$ cat config.mk
export PLATFORM = sky130hd
export DESIGN_NAME = spk_neuron_core
export DESIGN_NICKNAME = d
export VERILOG_FILES = /design/src/rtl/spk_pkg.sv /design/src/rtl/spk_syn_merge.sv /design/src/rtl/spk_membrane.sv /design/src/rtl/spk_ctrl.sv /design/src/rtl/spk_neuron_core.sv
export SDC_FILE = /design/constraint.sdc
export NUM_CORES = 1
export LEC_CHECK = 0
export ABC_AREA = 1
export BUFFER_PORTS_ARGS = -buffer_cell sky130_fd_sc_hd__buf_2
export CAP_MARGIN = 20
export CORE_ASPECT_RATIO = 0.6
export CORE_UTILIZATION = 30
export DETAILED_ROUTE_END_ITERATION = 16
export GPL_TIMING_DRIVEN = 0
export PLACE_DENSITY = 0.56
export RECOVER_POWER = 50
export SLEW_MARGIN = 20
export SYNTH_ARGS = -nofsm -noshare
export SYNTH_HDL_FRONTEND = slang
export SYNTH_SLANG_ARGS = --single-unit
$ cat constraint.sdc
create_clock -name clk -period 6.7 [get_ports clk]
set_input_delay 0.335 -clock clk [delete_from_list [all_inputs] [get_ports clk]]
set_output_delay 0.335 -clock clk [all_outputs]
set_load 0.01 [all_outputs]
$ cat src/rtl/spk_pkg.sv
// Shared types for the spiking neuron engine.
// Assumes: nothing beyond a two-state controller.
package spk_pkg;
    typedef enum logic {
        ST_OPER = 1'b0,
        ST_REFR = 1'b1
    } spk_state_e;
endpackage

$ cat src/rtl/spk_syn_merge.sv
// Synapse merge: sums the weights of all valid lanes in one cycle.
// While refractory, lanes are dropped (absolute mode) or shifted right
// arithmetically (partial mode). Assumes SUM_W is wide enough for N_SYN lanes.
module spk_syn_merge #(
    parameter int N_SYN = 2,
    parameter int WT_W  = 8,
    parameter int SH_W  = 2,
    parameter int SUM_W = WT_W + $clog2(N_SYN) + 1
) (
    input  logic                    refr,
    input  logic                    partial,
    input  logic [SH_W-1:0]         shift,
    input  logic [N_SYN-1:0]        valid,
    input  logic [N_SYN*WT_W-1:0]   weight,
    output logic signed [SUM_W-1:0] sum
);
    logic signed [SUM_W-1:0] acc [N_SYN+1];

    assign acc[0] = '0;

    for (genvar i = 0; i < N_SYN; i++) begin : g_lane
        logic signed [WT_W-1:0] w_raw;
        logic signed [WT_W-1:0] w_shf;
        logic signed [WT_W-1:0] w_eff;

        assign w_raw = weight[i*WT_W +: WT_W];
        assign w_shf = w_raw >>> shift;

        // Per-lane effective weight under the current state and mode
        always_comb begin
            if (!valid[i])
                w_eff = '0;
            else if (!refr)
                w_eff = w_raw;
            else if (partial)
                w_eff = w_shf;
            else
                w_eff = '0;
        end

        assign acc[i+1] = acc[i] + {{(SUM_W-WT_W){w_eff[WT_W-1]}}, w_eff};
    end

    assign sum = acc[N_SYN];
endmodule

$ cat src/rtl/spk_membrane.sv
// Membrane potential register: adds the merged input with saturation,
// then on a tick steps toward rest without crossing it. A firing loads
// the after-spike value. Assumes SLOPE_W <= POT_W.
module spk_membrane #(
    parameter int POT_W   = 8,
    parameter int SUM_W   = 10,
    parameter int SLOPE_W = 4
) (
    input  logic                    clk,
    input  logic                    rst_n,
    input  logic                    tick,
    input  logic                    load_after,
    input  logic signed [SUM_W-1:0] in_sum,
    input  logic [SLOPE_W-1:0]      slope,
    input  logic [POT_W-1:0]        rest,
    input  logic [POT_W-1:0]        after,
    output logic [POT_W-1:0]        pot
);
    localparam int EXT_W = ((POT_W > SUM_W) ? POT_W : SUM_W) + 2;
    localparam logic signed [EXT_W-1:0] MAX_EXT =
        $signed({{(EXT_W-POT_W){1'b0}}, {POT_W{1'b1}}});

    logic [POT_W-1:0]        pot_q;
    logic signed [EXT_W-1:0] raw;
    logic [POT_W-1:0]        p_in;
    logic [POT_W-1:0]        p_lk;
    logic [POT_W-1:0]        step;

    assign raw  = $signed({{(EXT_W-POT_W){1'b0}}, pot_q})
                + {{(EXT_W-SUM_W){in_sum[SUM_W-1]}}, in_sum};
    assign step = {{(POT_W-SLOPE_W){1'b0}}, slope};

    // Clamp the sum of potential and input into the unsigned range
    always_comb begin
        if (raw[EXT_W-1])
            p_in = '0;
        else if (raw > MAX_EXT)
            p_in = '1;
        else
            p_in = raw[POT_W-1:0];
    end

    // One slope step toward rest, stopping at rest
    always_comb begin
        if (p_in > rest)
            p_lk = ((p_in - rest) > step) ? (p_in - step) : rest;
        else if (p_in < rest)
            p_lk = ((rest - p_in) > step) ? (p_in + step) : rest;
        else
            p_lk = p_in;
    end

    // Potential register update
    always_ff @(posedge clk) begin
        if (!rst_n)
            pot_q <= rest;
        else if (load_after)
            pot_q <= after;
        else
            pot_q <= tick ? p_lk : p_in;
    end

    assign pot = pot_q;


    leak_no_cross_chk: assert property (@(posedge clk) disable iff (!rst_n)
        (in_sum == 0 && tick && !load_after && pot_q > rest && slope != 0)
        |=> (pot_q >= $past(rest) && pot_q < $past(pot_q)));


    sat_low_chk: assert property (@(posedge clk) disable iff (!rst_n)
        (!load_after && !tick && in_sum < 0 && {1'b0, pot_q} < -in_sum)
        |=> (pot_q == '0));
endmodule

$ cat src/rtl/spk_ctrl.sv
// Two-state Moore controller: decides firing from the registered
// potential, raises a one-cycle spike and returns to operation at rest.
module spk_ctrl #(
    parameter int POT_W = 8
) (
    input  logic             clk,
    input  logic             rst_n,
    input  logic [POT_W-1:0] pot,
    input  logic [POT_W-1:0] thresh,
    input  logic [POT_W-1:0] rest,
    output logic             load_after,
    output logic             in_refr,
    output logic             spike
);
    import spk_pkg::*;

    spk_state_e state_q;
    logic       spike_q;

    assign load_after = (state_q == ST_OPER) && (pot >= thresh);

    // State and spike register
    always_ff @(posedge clk) begin
        if (!rst_n) begin
            state_q <= ST_OPER;
            spike_q <= 1'b0;
        end else begin
            spike_q <= load_after;
            case (state_q)
                ST_OPER: if (load_after) state_q <= ST_REFR;
                ST_REFR: if (pot == rest) state_q <= ST_OPER;
                default: state_q <= ST_OPER;
            endcase
        end
    end

    assign in_refr = (state_q == ST_REFR);
    assign spike   = spike_q;


    reset_state_chk: assert property (@(posedge clk)
        !rst_n |=> (state_q == ST_OPER && !spike_q));


    spike_single_chk: assert property (@(posedge clk) disable iff (!rst_n)
        spike_q |=> !spike_q);


    spike_enters_refr_chk: assert property (@(posedge clk) disable iff (!rst_n)
        spike_q |-> (state_q == ST_REFR));
endmodule

$ cat src/rtl/spk_neuron_core.sv
// Top of the spiking neuron: merges synapse lanes, updates the membrane
// and runs the operational/refractory controller. Configuration inputs
// are used combinationally every cycle.
module spk_neuron_core #(
    parameter int N_SYN   = 2,
    parameter int WT_W    = 8,
    parameter int POT_W   = 8,
    parameter int SLOPE_W = 4,
    parameter int SH_W    = 2
) (
    input  logic                  clk,
    input  logic                  rst_n,
    input  logic                  tick,
    input  logic [N_SYN-1:0]      syn_valid,
    input  logic [N_SYN*WT_W-1:0] syn_weight,
    input  logic [POT_W-1:0]      cfg_rest,
    input  logic [POT_W-1:0]      cfg_thresh,
    input  logic [POT_W-1:0]      cfg_after,
    input  logic [SLOPE_W-1:0]    cfg_op_slope,
    input  logic [SLOPE_W-1:0]    cfg_ref_slope,
    input  logic [SH_W-1:0]       cfg_atten_shift,
    input  logic                  cfg_partial,
    output logic                  spike_out,
    output logic                  refractory,
    output logic [POT_W-1:0]      potential
);
    localparam int SUM_W = WT_W + $clog2(N_SYN) + 1;

    logic                    load_after;
    logic                    in_refr;
    logic signed [SUM_W-1:0] in_sum;
    logic [SLOPE_W-1:0]      slope_sel;
    logic [POT_W-1:0]        pot;

    assign slope_sel = in_refr ? cfg_ref_slope : cfg_op_slope;

    spk_syn_merge #(.N_SYN(N_SYN), .WT_W(WT_W), .SH_W(SH_W), .SUM_W(SUM_W)) u_merge (
        .refr    (in_refr),
        .partial (cfg_partial),
        .shift   (cfg_atten_shift),
        .valid   (syn_valid),
        .weight  (syn_weight),
        .sum     (in_sum)
    );

    spk_membrane #(.POT_W(POT_W), .SUM_W(SUM_W), .SLOPE_W(SLOPE_W)) u_mem (
        .clk        (clk),
        .rst_n      (rst_n),
        .tick       (tick),
        .load_after (load_after),
        .in_sum     (in_sum),
        .slope      (slope_sel),
        .rest       (cfg_rest),
        .after      (cfg_after),
        .pot        (pot)
    );

    spk_ctrl #(.POT_W(POT_W)) u_ctrl (
        .clk        (clk),
        .rst_n      (rst_n),
        .pot        (pot),
        .thresh     (cfg_thresh),
        .rest       (cfg_rest),
        .load_after (load_after),
        .in_refr    (in_refr),
        .spike      (spike_out)
    );

    assign refractory = in_refr;
    assign potential  = pot;


    fire_loads_after_chk: assert property (@(posedge clk) disable iff (!rst_n)
        (!refractory && potential >= cfg_thresh)
        |=> (spike_out && refractory && potential == $past(cfg_after)));


    absolute_hold_chk: assert property (@(posedge clk) disable iff (!rst_n)
        (refractory && !cfg_partial && !tick) |=> (potential == $past(potential)));


    recover_exit_chk: assert property (@(posedge clk) disable iff (!rst_n)
        (refractory && potential == cfg_rest) |=> !refractory);
endmodule

==> results.ini, run 1 <==
[floorplan]
fp.dieW_um = 144.9
dieArea_um2 = 12720
num_rows = 30
io_pins = 66
core_area_um2 = 11600
initial_utilization_pct = 31.70
die_h_um = 87.76

[routing]
ant_nets = 0
drt_pre_antenna_iters = 5
drt-vias-per-instance = 4.921
drt-wirelength-per-cell_um = 14.42
via_count = 4178
drt-initial-drc-count = 368
drt-total-wl_mm = 12.24
drc = 0

[layout]
diodes = 0
utilization_pct = 37.39
register_area_um2 = 203.9
drive_gt1_share_pct = 16.55
syn2layout_area_growth_pct = 17.93
fin_nets = 808
multi_input_area_um2 = 3028
nFillCells = 1301

[grt]
grt_max_degree = 11
grt_pass1_wl_mm = 19.02
antenna_found_initial = 0
gr-total-overflow = 0
grt_pass1_vias = 3641
grt_use_total_pct = 19.10

[logic_synthesis]
synth_common_cells = 183 x nand2_1, 106 x inv_1, 51 x o21ai_0
synth.top_cell.area_share_pct = 18.68
synth_area_per_cell_um2 = 5.922
seq_area_frac_synth_pct = 5.444
synthTopCellsByArea = nand2_1 19%, ha_1 16%, inv_1 11%, fa_1 7.6%, o21ai_0 6.9%
synth_edf_count = 0
ys_types = 40
ys_async_sr_fraction_pct = 0
post-synth-top-count-cell = nand2_1
yosysWarnings = 0
syn-num-nets = 739
synth.largest_area_cell = nand2_1
synth_seq_cells = 10
ys.flop_type = dfxtp_1
synth_area_um2 = 3677
synthCells = 621

[cts]
cts_max_level = 1
clock_sinks = 10
cts-root-buf = clkbuf_16
ctsLongestPathBuffers = 2
clock_latency_ps = 240
cts_tree = done
numCtsBuffers = 3
clkTransAtPathRegs_ps = 40

[sta]
fmaxAchievable_mhz = 160.3
hold_violations = 0
setup_viol_count_final = 0
skew_ps = 0.6676
maxSlewHeadroom_pct = 44.57
slew_viol_final = 0
worst_slew_pin_slew_ps = 822.7
fin_crit_sh_pct = 93.09
fin_crit_ps = 6237

[critical_path]
slowest_delay_ps = 450
cp-end-kind = flop
crit_arrival_ps = 6360
r2r_slack_ps = 460
critPathSlowestCell = fa_1
cpMostUsedCell = nand2_1
worst-setup-path-type = flop to flop
critPathLaunch = u_ctrl.in_refr$_SDFF_PN0_
r2r-start = u_ctrl.in_refr$_SDFF_PN0_
crit_required_ps = 6820
r2r_cells = 34
r2r_end = u_mem.pot[4]$_DFF_P_
cp_max_fo = 10
worst_setup_path_start_kind = flop
crit_end = u_mem.pot[4]$_DFF_P_

[min_path]
hold_path.class = primary input to flop
min_from = cfg_after[4]

[place]
gp_congestion = 1.010
place.port_buffers = 63
dpl.hpwl_mm = 10.58

[run]
cap_violations = 0

[outcome]
status = completed

[cell usage in the layout, fill, tap and decap left out, types with 5 or more instances in the layout]
cell,n
a21oi_1,37
buf_2,55
clkbuf_1,13
dfxtp_1,9
fa_1,14
ha_1,48
inv_1,106
inv_2,6
nand2_1,183
nand2_2,10
nand3_1,32
nand3b_1,7
nand4_1,10
nor2_1,27
o211ai_1,5
o21ai_0,49
xor2_1,9
[cell families (layout without fill, tap and decap cells)]
logic type,count (synthesis),after routing,synth area share [%]
AO/OA/AOI/OAI,114,114,17.22
XOR/XNOR,15,15,3.572
adder cells (fa/ha/maj),62,62,23.95
buffers and inverters,125,193,13.41
flip-flops,10,10,5.444
AND/OR/NAND/NOR,295,295,36.41
[state kept, by name, indices dropped and copies added (netlist names)]
name            cells
u_mem.pot           8
u_ctrl.in_refr      1
u_ctrl.spike        1
[area by class of cell]
type                    instances  area share (%)
clock buffers                   4           2.048
flip-flops and latches         10           4.703
well taps                     160           4.616
inverters                     112           9.694
multi-input cells             486           69.82
plain buffers                  12           1.760
repair buffers                 65           7.357
[worst min path at each step]
stage,end,slack [ps],depth (start not counted)
6_report,u_mem.pot[4]$_DFF_P_,320,3
3_5_place_dp,u_mem.pot[4]$_DFF_P_,570,3
4_1_cts,u_mem.pot[4]$_DFF_P_,320,3
2_1_floorplan,u_mem.pot[1]$_DFF_P_,450,2
3_3_place_gp,u_mem.pot[4]$_DFF_P_,560,3
5_1_grt,u_mem.pot[4]$_DFF_P_,350,3
[stage by stage]
| stage | instance area, um2 | setup WS [ps] | instances | hold slack, ps | TNS, ps |
|---|---|---|---|---|---|
| after detailed placement | 4193 | -738.0 | 844 | 566.3 | -4849 |
| after floorplan | 3677 | 940.1 | 621 | 445.2 | 0 |
| after global routing | 4337 | -20.47 | 849 | 345.2 | -38.56 |
| after CTS | 4287 | 18.75 | 848 | 321.8 | 0 |
| after global placement | 4193 | -700.6 | 844 | 560.0 | -4786 |
| final | 4337 | 463.3 | 849 | 321.2 | 0 |
[critical path, delay by kind of cell, from the launching register on]
family / cells / cell delay, ps
compound gates: 7 / 1370
buf+inv: 5 / 690
simple gates: 16 / 1780
xor+xnor: 1 / 180
fa+ha+maj: 5 / 1640
flops: 1 / 420
[metal layers]
metal  share of wire (%)  track usage [%]
met1                  54            30.86
met2                  36            25.70
met3                 9.4            3.438
met4                0.59            2.224
met5                   0                0
[what timing repair did]
item | 4_1_cts | 5_1_grt
buffers inserted | 0 | 2
resized for setup | 3 | 19
hold buffers | 0 | 0
pin swaps | 0 | 1
endpoints found under the setup margin | 8 | 8
Power of run 1 is left out: the tool's default activity adds up to more than one toggle a clock period on the data nets, which glitch-free logic cannot reach.
==> inputs of run 2 (changes only) <==
Settings changed: PLACE_DENSITY 0.56 to unset.
==> run 2 against run 1 <==
Net effect:
- global-route usage is essentially flat
- critical path depth grew 4
- routed wire length shrank 2.5%
- count of clock-buffer cells in the layout shrank 1
- flip-flop and latch count is the same
- utilization shrank 0.25 points
- hold slack gained 8.9 ps
- first-iteration DRC count shrank 1.4%
- sequential share of layout area is essentially flat
- fmax grew 0.26%
- largest cell class unchanged
- die area is the same
- final cell count is the same
- critical path type is now primary input to flop
==> results.ini, run 2 (same netlist as run 1, synthesis figures left out) <==
[min_path]
hold_path.class = primary input to flop
hold_depth = 3
min_delay_worst_endpoint = u_mem.pot[4]$_DFF_P_
min_from = cfg_after[4]

[cts]
hold_buffers = 0
cts_tree = done
cts_max_level = 1
numCtsBuffers = 3
cts-root-buf = clkbuf_16
clock_latency_ps = 230
ctsLongestPathBuffers = 2
clkTransAtPathRegs_ps = 40
clock_sinks = 10

[sta]
hold-worst-slack_ps = 330.1
skew_ps = 1.770
setup_viol_count_final = 0
slew_viol_final = 0
fin_ws_ps = 479.3
grt_setup_unrepaired = false
hold_violations = 0
fin_crit_ps = 6221
fin_crit_sh_pct = 92.85
maxSlewHeadroom_pct = 36.39
fin_setup_tns_ps = 0
fmaxAchievable_mhz = 160.8
worst_slew_pin_slew_ps = 944.2

[place]
detailedPlace.worstSlack_ps = -562.7
dpl.hpwl_mm = 10.19
place.port_buffers = 63
gp_congestion = 0.9957

[layout]
nFillCells = 1321
final_cell_mix = 183 x nand2_1, 106 x inv_1, 55 x buf_2
drive_gt1_share_pct = 16.11
fin_nets = 809
syn2layout_area_growth_pct = 17.15
largest_register_ffs = 8
final_common_cell = nand2_1
utilization_pct = 37.14
diodes = 0

[critical_path]
worst_setup_path_start_kind = primary input
crit_arrival_ps = 6350
r2r_end = u_mem.pot[7]$_DFF_P_
r2r_slack_ps = 500
slowest_delay_ps = 460
cp_max_fo = 10
worst-setup-path-type = primary input to flop
crit_required_ps = 6830
cp_top_family = simple AND/OR/NAND/NOR gates
crit_buf_inv = 6
r2r_cells = 38
cp-end-kind = flop
r2r-start = u_ctrl.in_refr$_SDFF_PN0_
cpMostUsedCell = nand2_1
critPathSlowestCell = fa_1

[grt]
gr-total-overflow = 0
antenna_found_initial = 0
grt_pass1_vias = 3543
grt_use_total_pct = 19.11
grt_pass1_wl_mm = 19.24
grt_max_degree = 11

[floorplan]
dieArea_um2 = 12720
num_rows = 30
fp.dieW_um = 144.9
io_pins = 66
die_h_um = 87.76
initial_utilization_pct = 31.70
core_area_um2 = 11600

[routing]
drt_pre_antenna_iters = 5
drt-initial-drc-count = 363
ant_nets = 0
drc = 0
via_count = 4145
drt-wirelength-per-cell_um = 14.06
drt-total-wl_mm = 11.94
drt-vias-per-instance = 4.882

[outcome]
status = completed

[run]
cap_violations = 0

[run 2: changes by cell type in the layout (fill, tap and decap cells not counted), sizes merged]
cell | before | now
clkbuf | 21 | 20
buf | 60 | 61
[run 2: final cells by class]
cell class | instances | area (um2) | area share, %
plain buffers | 12 | 75.07 | 1.743
clock buffers | 3 | 75.07 | 1.743
inverters | 112 | 420.4 | 9.759
multi-input cells | 486 | 3009 | 69.85
flip-flops and latches | 10 | 201.4 | 4.676
well taps | 160 | 200.2 | 4.647
repair buffers | 66 | 326.6 | 7.581
[run 2: what timing repair did]
item	CTS	global route
endpoints found under the setup margin	8	8
gates cloned	0	0
setup buffers	0	3
pin swaps	0	1
resized for setup	2	14
[run 2: per-layer routing]
layer / up-vias / global-route usage, % / routed length, um
met1: 1851 / 32.25 / 6819
li1: 2124 / - / -
met5: - / 0 / 0
met3: 2 / 3.750 / 1157
met4: 0 / 1.451 / 17
met2: 168 / 23.82 / 3944
[run 2: through the flow]
stage	std cells	instance area (um2)
2_1_floorplan	621	3677
3_3_place_gp	844	4193
3_5_place_dp	844	4193
4_1_cts	847	4272
5_1_grt	849	4308
6_report	849	4308
[run 2: worst max path at each step]
stage / from / end / slack (ps) / depth (start not counted)
after floorplan: cfg_atten_shift[0] / u_mem.pot[2]$_DFF_P_ / 940 / 37
after global placement: cfg_atten_shift[0] / u_mem.pot[4]$_DFF_P_ / -600 / 36
after detailed placement: cfg_atten_shift[0] / u_mem.pot[7]$_DFF_P_ / -560 / 38
after CTS: u_ctrl.in_refr$_SDFF_PN0_ / u_mem.pot[7]$_DFF_P_ / 70 / 38
after global routing: u_ctrl.in_refr$_SDFF_PN0_ / u_mem.pot[5]$_DFF_P_ / 5 / 38
final: cfg_atten_shift[1] / u_mem.pot[7]$_DFF_P_ / 480 / 38
[run 2: worst register-to-register path, delay by kind of cell (launching register included)]
kind                       cells  cell delay, ps
and+or+nand+nor               21            2040
adders and majority gates      5            1670
AOI/OAI and AO/OA              5             950
buffers and inverters          6             800
DFF                            1             420
xor gates and xnor gates       1             230
Power of run 2 is left out for the same reason.
